File: src/rtl/ehub_pkg.sv
package ehub_pkg;
  localparam int REG_W   = 8;
  localparam int BIT_TST = 7;
  localparam int BIT_SP  = 6;
  localparam int BIT_CLK = 5;
  localparam int BIT_RSV = 4;
  localparam int ADC_MAX = 4;

  typedef enum logic {
    SEL_MASK = 1'b0,
    SEL_STAT = 1'b1
  } reg_sel_e;

  function automatic logic [REG_W-1:0] impl_bits(input int n_adc);
    logic [REG_W-1:0] v;
    v = '0;
    v[BIT_TST] = 1'b1;
    v[BIT_SP]  = 1'b1;
    v[BIT_CLK] = 1'b1;
    for (int i = 0; i < ADC_MAX; i++) begin
      if (i < n_adc) v[i] = 1'b1;
    end
    return v;
  endfunction
endpackage

File: src/rtl/ehub_cfg_watch.sv
module ehub_cfg_watch #(
  parameter int FMT_W = 2,
  parameter int SPD_W = 2,
  parameter int N_ADC = 4,
  parameter int N_DAC = 4
) (
  input  logic             clk,
  input  logic             rst,
  input  logic [FMT_W-1:0] fmt,
  input  logic [SPD_W-1:0] speed,
  input  logic             master,
  input  logic [N_ADC-1:0] pd_adc,
  input  logic [N_DAC-1:0] pd_dac,
  input  logic             ratio_stb,
  output logic             sp_err,
  output logic             ratio_err
);
  localparam int CW = FMT_W + SPD_W + 1;

  logic [CW-1:0] cur_cfg;
  logic [CW-1:0] prev_cfg;
  logic          primed;
  logic          all_off;
  logic          cfg_moved;

  assign cur_cfg = {fmt, speed, master};
  assign all_off = (&pd_adc) && (&pd_dac);

  // Copy follows the fields every cycle, so one change gives one pulse.
  always_ff @(posedge clk) begin
    if (rst) begin
      prev_cfg <= '0;
      primed   <= 1'b0;
    end else begin
      prev_cfg <= cur_cfg;
      primed   <= 1'b1;
    end
  end

  assign cfg_moved = primed && (cur_cfg != prev_cfg);
  assign ratio_err = ratio_stb && !master && !all_off;
  assign sp_err    = (cfg_moved && !all_off) || ratio_err;

  // a pulse repeats only if the fields move again or the ratio strobes
  p_one_pulse_r4: assert property (@(posedge clk) disable iff (rst)
    (sp_err && !ratio_stb) |=> (!sp_err || !$stable(cur_cfg) || ratio_stb));

  // master mode never turns a ratio strobe into an error
  p_master_ratio_r6: assert property (@(posedge clk) disable iff (rst)
    master |-> !ratio_err);
endmodule

File: src/rtl/ehub_status.sv
module ehub_status #(
  parameter int               W    = 8,
  parameter logic [W-1:0]     IMPL = '1
) (
  input  logic         clk,
  input  logic         rst,
  input  logic [W-1:0] set,
  input  logic [W-1:0] clr,
  output logic [W-1:0] q
);
  // Set wins over clear; unimplemented bits stay at zero.
  always_ff @(posedge clk) begin
    if (rst) q <= '0;
    else     q <= (set | (q & ~clr)) & IMPL;
  end

  // an implemented set always lands in the status
  p_set_lands_r2: assert property (@(posedge clk) disable iff (rst)
    ((set & IMPL) != '0) |=> ((q & $past(set & IMPL)) == $past(set & IMPL)));

  // a set bit that is not cleared stays set
  p_sticky_r2: assert property (@(posedge clk) disable iff (rst)
    ((q & ~clr) != '0) |=> ((q & $past(q & ~clr)) == $past(q & ~clr)));
endmodule

File: src/rtl/ehub_regs.sv
module ehub_regs
  import ehub_pkg::*;
#(
  parameter logic [REG_W-1:0] IMPL = 8'hEF
) (
  input  logic             clk,
  input  logic             rst,
  input  logic             wr,
  input  logic             rd,
  input  logic             sel,
  input  logic [REG_W-1:0] wdata,
  input  logic [REG_W-1:0] stat,
  output logic [REG_W-1:0] clr,
  output logic [REG_W-1:0] rdata,
  output logic             rdata_vld,
  output logic             irq_n
);
  logic [REG_W-1:0] mask_q;
  logic             sel_stat;

  assign sel_stat = (sel == SEL_STAT);

  always_ff @(posedge clk) begin
    if (rst) mask_q <= IMPL;
    else if (wr && !sel_stat) mask_q <= wdata & IMPL;
  end

  always_comb begin
    clr = '0;
    if (rd && sel_stat)      clr = stat;
    else if (wr && sel_stat) clr = wdata;
  end

  always_ff @(posedge clk) begin
    if (rst) begin
      rdata     <= '0;
      rdata_vld <= 1'b0;
      irq_n     <= 1'b1;
    end else begin
      rdata     <= sel_stat ? stat : mask_q;
      rdata_vld <= rd;
      irq_n     <= ~|(stat & ~mask_q & IMPL);
    end
  end

  // an unmasked pending bit pulls the line low one cycle later
  p_irq_low_r3: assert property (@(posedge clk) disable iff (rst)
    ((stat & ~mask_q) != '0) |=> !irq_n);

  // with nothing unmasked pending the line is high one cycle later
  p_irq_high_r3: assert property (@(posedge clk) disable iff (rst)
    ((stat & ~mask_q) == '0) |=> irq_n);

  // the reserved mask bit never holds a 1
  p_mask_rsvd_r8: assert property (@(posedge clk) disable iff (rst)
    !mask_q[BIT_RSV]);

  // data valid follows a read by one cycle
  p_rd_vld_r10: assert property (@(posedge clk) disable iff (rst)
    rd |=> rdata_vld);
endmodule

File: src/rtl/err_irq_hub.sv
module err_irq_hub
  import ehub_pkg::*;
#(
  parameter int FMT_W = 2,
  parameter int SPD_W = 2,
  parameter int N_ADC = 4,
  parameter int N_DAC = 4
) (
  input  logic             clk,
  input  logic             rst,
  input  logic [FMT_W-1:0] cfg_fmt,
  input  logic [SPD_W-1:0] cfg_speed,
  input  logic             cfg_master,
  input  logic [N_ADC-1:0] pd_adc,
  input  logic [N_DAC-1:0] pd_dac,
  input  logic [N_ADC-1:0] adc_ovf,
  input  logic             clk_err,
  input  logic             ratio_chg,
  input  logic             test_entry,
  input  logic             reg_wr,
  input  logic             reg_rd,
  input  logic             reg_sel,
  input  logic [7:0]       reg_wdata,
  output logic [7:0]       reg_rdata,
  output logic             rdata_vld,
  output logic [7:0]       status,
  output logic             irq_n
);
  localparam logic [REG_W-1:0] IMPL = impl_bits(N_ADC);

  logic             sp_err;
  logic             ratio_err;
  logic [REG_W-1:0] set_v;
  logic [REG_W-1:0] clr_v;

  ehub_cfg_watch #(
    .FMT_W(FMT_W), .SPD_W(SPD_W), .N_ADC(N_ADC), .N_DAC(N_DAC)
  ) u_watch (
    .clk      (clk),
    .rst      (rst),
    .fmt      (cfg_fmt),
    .speed    (cfg_speed),
    .master   (cfg_master),
    .pd_adc   (pd_adc),
    .pd_dac   (pd_dac),
    .ratio_stb(ratio_chg),
    .sp_err   (sp_err),
    .ratio_err(ratio_err)
  );

  generate
    for (genvar i = 0; i < ADC_MAX; i++) begin : g_adc
      if (i < N_ADC) begin : g_on
        assign set_v[i] = adc_ovf[i];
      end else begin : g_off
        assign set_v[i] = 1'b0;
      end
    end
  endgenerate

  assign set_v[BIT_RSV] = 1'b0;
  assign set_v[BIT_CLK] = clk_err | ratio_err;
  assign set_v[BIT_SP]  = sp_err;
  assign set_v[BIT_TST] = test_entry;

  ehub_status #(.W(REG_W), .IMPL(IMPL)) u_stat (
    .clk(clk),
    .rst(rst),
    .set(set_v),
    .clr(clr_v),
    .q  (status)
  );

  ehub_regs #(.IMPL(IMPL)) u_regs (
    .clk      (clk),
    .rst      (rst),
    .wr       (reg_wr),
    .rd       (reg_rd),
    .sel      (reg_sel),
    .wdata    (reg_wdata),
    .stat     (status),
    .clr      (clr_v),
    .rdata    (reg_rdata),
    .rdata_vld(rdata_vld),
    .irq_n    (irq_n)
  );

  // the reserved status bit stays clear
  p_stat_rsvd_r8: assert property (@(posedge clk) disable iff (rst)
    !status[BIT_RSV]);

  // a slave-mode ratio change while running raises both errors together
  p_ratio_both_r6: assert property (@(posedge clk) disable iff (rst)
    (ratio_chg && !cfg_master && !((&pd_adc) && (&pd_dac)))
      |=> (status[BIT_SP] && status[BIT_CLK]));
endmodule

File: config.mk
export PLATFORM = sky130hd
export DESIGN_NAME = err_irq_hub
export DESIGN_NICKNAME = d
export VERILOG_FILES = /design/src/rtl/ehub_pkg.sv /design/src/rtl/ehub_cfg_watch.sv /design/src/rtl/ehub_status.sv /design/src/rtl/ehub_regs.sv /design/src/rtl/err_irq_hub.sv
export SDC_FILE = /design/constraint.sdc
export NUM_CORES = 1
export LEC_CHECK = 0
export CAP_MARGIN = 20
export CORE_MARGIN = 2
export CORE_UTILIZATION = 39
export DETAILED_ROUTE_END_ITERATION = 16
export HOLD_SLACK_MARGIN = 0.06
export PLACE_DENSITY = 0.71
export SYNTH_ARGS = -nofsm -noshare
export SYNTH_HDL_FRONTEND = slang
export SYNTH_HIERARCHICAL = 1
export SYNTH_SLANG_ARGS = --single-unit
File: constraint.sdc
create_clock -name clk -period 1.1 [get_ports clk]
set_input_delay 0.22 -clock clk [delete_from_list [all_inputs] [get_ports clk]]
set_output_delay 0.22 -clock clk [all_outputs]
set_load 0.1 [all_outputs]
==> metrics.txt <==
clock tree buffer depth=2; Tot GR Track Use=17.5%; DRT Pass-1 Iters=4; RSZ-0062 raised after global routing=yes; Layout area overhead=79.7%; post-layout minimum cycle time=~1.1 ns; Seq pwr share=between 40% and 50%; Sink Count=30; Worst Path Arrival=1.38 ns; Post-DRT Antenna Nets=0; Placement Setup Slack=-0.388 ns; hold path start=cfg_speed[1]; # rows=21; Routed WL=about 3600 µm; final core occ=73.1%; RePlAce Congestion=about 0.75; failing checks=setup timing; CTS tree=done; Detail Placement HPWL=roughly 2400 µm; Fin Clk Skew=0.0112 ns; share of cells above drive strength 1=a little over two fifths; hold depth=2; Worst path slowest cell=dfxtp_2; input/output buffers=48; Net Sw Frac=between 30% and 40%; cts bufs inserted=5; YS warnings=6; startpoint types=register; Root Driver=clkbuf_4; R2R Path End=u_stat/q[6]; Die ar.=~4000 µm²; via count=roughly 1300; P_leak=about 1.2 nW; area of the mapped netlist=approximately 1400 µm²; remaining global-route overflow=0; Starting Density=40.7%; Finished Cell Area=2460 µm²; First DRT Iteration DRCs=51; maximum fanout along the worst path=1; initial antenna violation count=0; first-pass GRT wire length=approximately 5500 µm; combinational power share=35.4%; worst setup path start=u_watch/prev_cfg[3]; vias in the first global route=around 1200; status=complete, but fails checks; setup ws final=-0.0380 ns; CP Capture Type=register; WP data required=1.34 ns; largest net degree at the start of global routing=20; worst-skew pair later-pin latency=0.34 ns; clock network fraction of total power=between 20% and 30%; RR Startpoint=u_watch/prev_cfg[3]; Avg Inst Size Synth=~9.0 µm²; post-route clock period utilization=103%; kind of critical path=reg -> reg; Cell Chain, Critical Path=xor2_2, nor4_2, a311oi_1, inv_1, a21oi_2; switching pwr=a little over 1 mW; die extent in y=~63 µm; H-tree levels=2; core area=3360 µm²; R2R depth=5; wire per inst=between 10 and 15 µm; MaxCap Viol Count=0; Mapped Cells=~150; Worst-path clk slew=around 0.090 ns; Final Hold Fails=0; nets@finish=260; power per cell area=1220 nW/µm²; FF-to-FF setup slack=-0.04 ns; Pint=1.96 mW; FMAX=just under 900 MHz; peak supply drop=600 µV; fill count=about 270; Vias/cell=between 4 and 5; WHS Endpoint=u_watch/prev_cfg[2]; io pins=51; final setup violation count=5; placed inst area=about 2200 µm²; Hold Crit Class=in -> reg; CP max stage delay=around 0.33 ns; syn_nets=185; die width=about 63 µm; DRC viols=0; Slew Limit Fails=0; Antenna Cells=0
==> power by group through the flow <==
stage	combinational [mW]	clock [mW]	sequential [mW]
after floorplan	0.233	0	1.59
final	1.06	0.701	1.24
after CTS	1.04	0.705	1.23
after global routing	1.11	0.774	1.25
after global placement	0.951	0	1.27
after detailed placement	0.965	0	1.28
==> worst max path at each step <==
stage | slack (ns) | cells past startpoint | end
CTS | -0.03 | 1 | status[3]
global placement | -0.37 | 5 | u_stat/q[6]
floorplan | 0.02 | 5 | u_stat/q[0]
finish | -0.04 | 5 | u_stat/q[6]
global route | -0.08 | 5 | u_stat/q[6]
detailed placement | -0.39 | 5 | u_stat/q[2]
==> state kept, by name, summed over array words and instances (netlist names) <==
name	cells
u_regs/rdata	8
u_regs/rdata_vld	1
u_regs/irq_n	1
u_watch/primed	1
u_watch/prev_cfg	5
u_stat/q	7
u_regs/mask_q	7
==> cell type report <==
class                           count  area (µm²)  area share (%)
Clock inverter                      1        5.00           0.204
Clock buffer                        7        55.1            2.24
Sequential cell                    30         644            26.2
Tap cell                           46        57.6            2.34
Multi-Input combinational cell    100         709            28.9
Inverter                           14        52.6            2.14
Timing Repair Buffer               76         933            38.0
==> what timing repair did <==
| item | 4_1_cts | 5_1_grt |
|---|---|---|
| setup buffers | 11 | 2 |
| hold buffers | 0 | 0 |
| pin swaps | 2 | 17 |
| cloned | 1 | 1 |
| resized for setup | 5 | 29 |
| setup endpoints to repair | 20 | 24 |
==> through the flow <==
stage	std cells	hold WS (ns)	TNS [ns]	power (mW)
floorplan	152	0.277	0	1.82
global placement	251	0.475	-7.62	2.22
detailed placement	251	0.486	-8.12	2.24
CTS	271	0.406	-0.0788	2.97
global route	274	0.203	-0.522	3.13
finish	274	0.216	-0.115	3.00
==> routing by layer <==
layer  vias to the layer above  part of all wire (%)  routed length (µm)  global-route usage, %
met3                         6                   8.3                 299                   6.96
met2                        50                    53                1920                   30.7
met1                       609                    37                1340                   19.2
li1                        636                     -                   -                      -
met5                         -                     0                   0                      0
met4                         0                   1.4                  51                   5.71
==> worst max-delay path: cells and delay by family, from the launching register on <==
kind,cells,cell delay (ns)
flops,1,0.33
simple gates,1,0.31
compound gates,2,0.18
xor+xnor,1,0.14
buf+inv,1,0.08
==> cells in the final DEF (no fill, tap or decap), types with 2 or more instances in the layout <==
cell and n:
dfxtp_1 9, dlygate4sd2_1 2, a211o_1 3, dfxtp_4 7
and2_1 7, inv_1 14, buf_6 6, xor2_2 4
mux2i_1 7, a21oi_1 5, clkdlybuf4s50_1 18, nor2b_1 7
clkbuf_4 5, dfxtp_2 14, a211o_2 4, buf_4 20
dlymetal6s2s_1 11, a21oi_2 3, nand4_1 2, buf_12 19
nand2b_4 7, nor2_1 15, o21ai_0 7, nand2_1 16
nand2b_1 2
No activity file was read; power rests on OpenSTA's default activity.
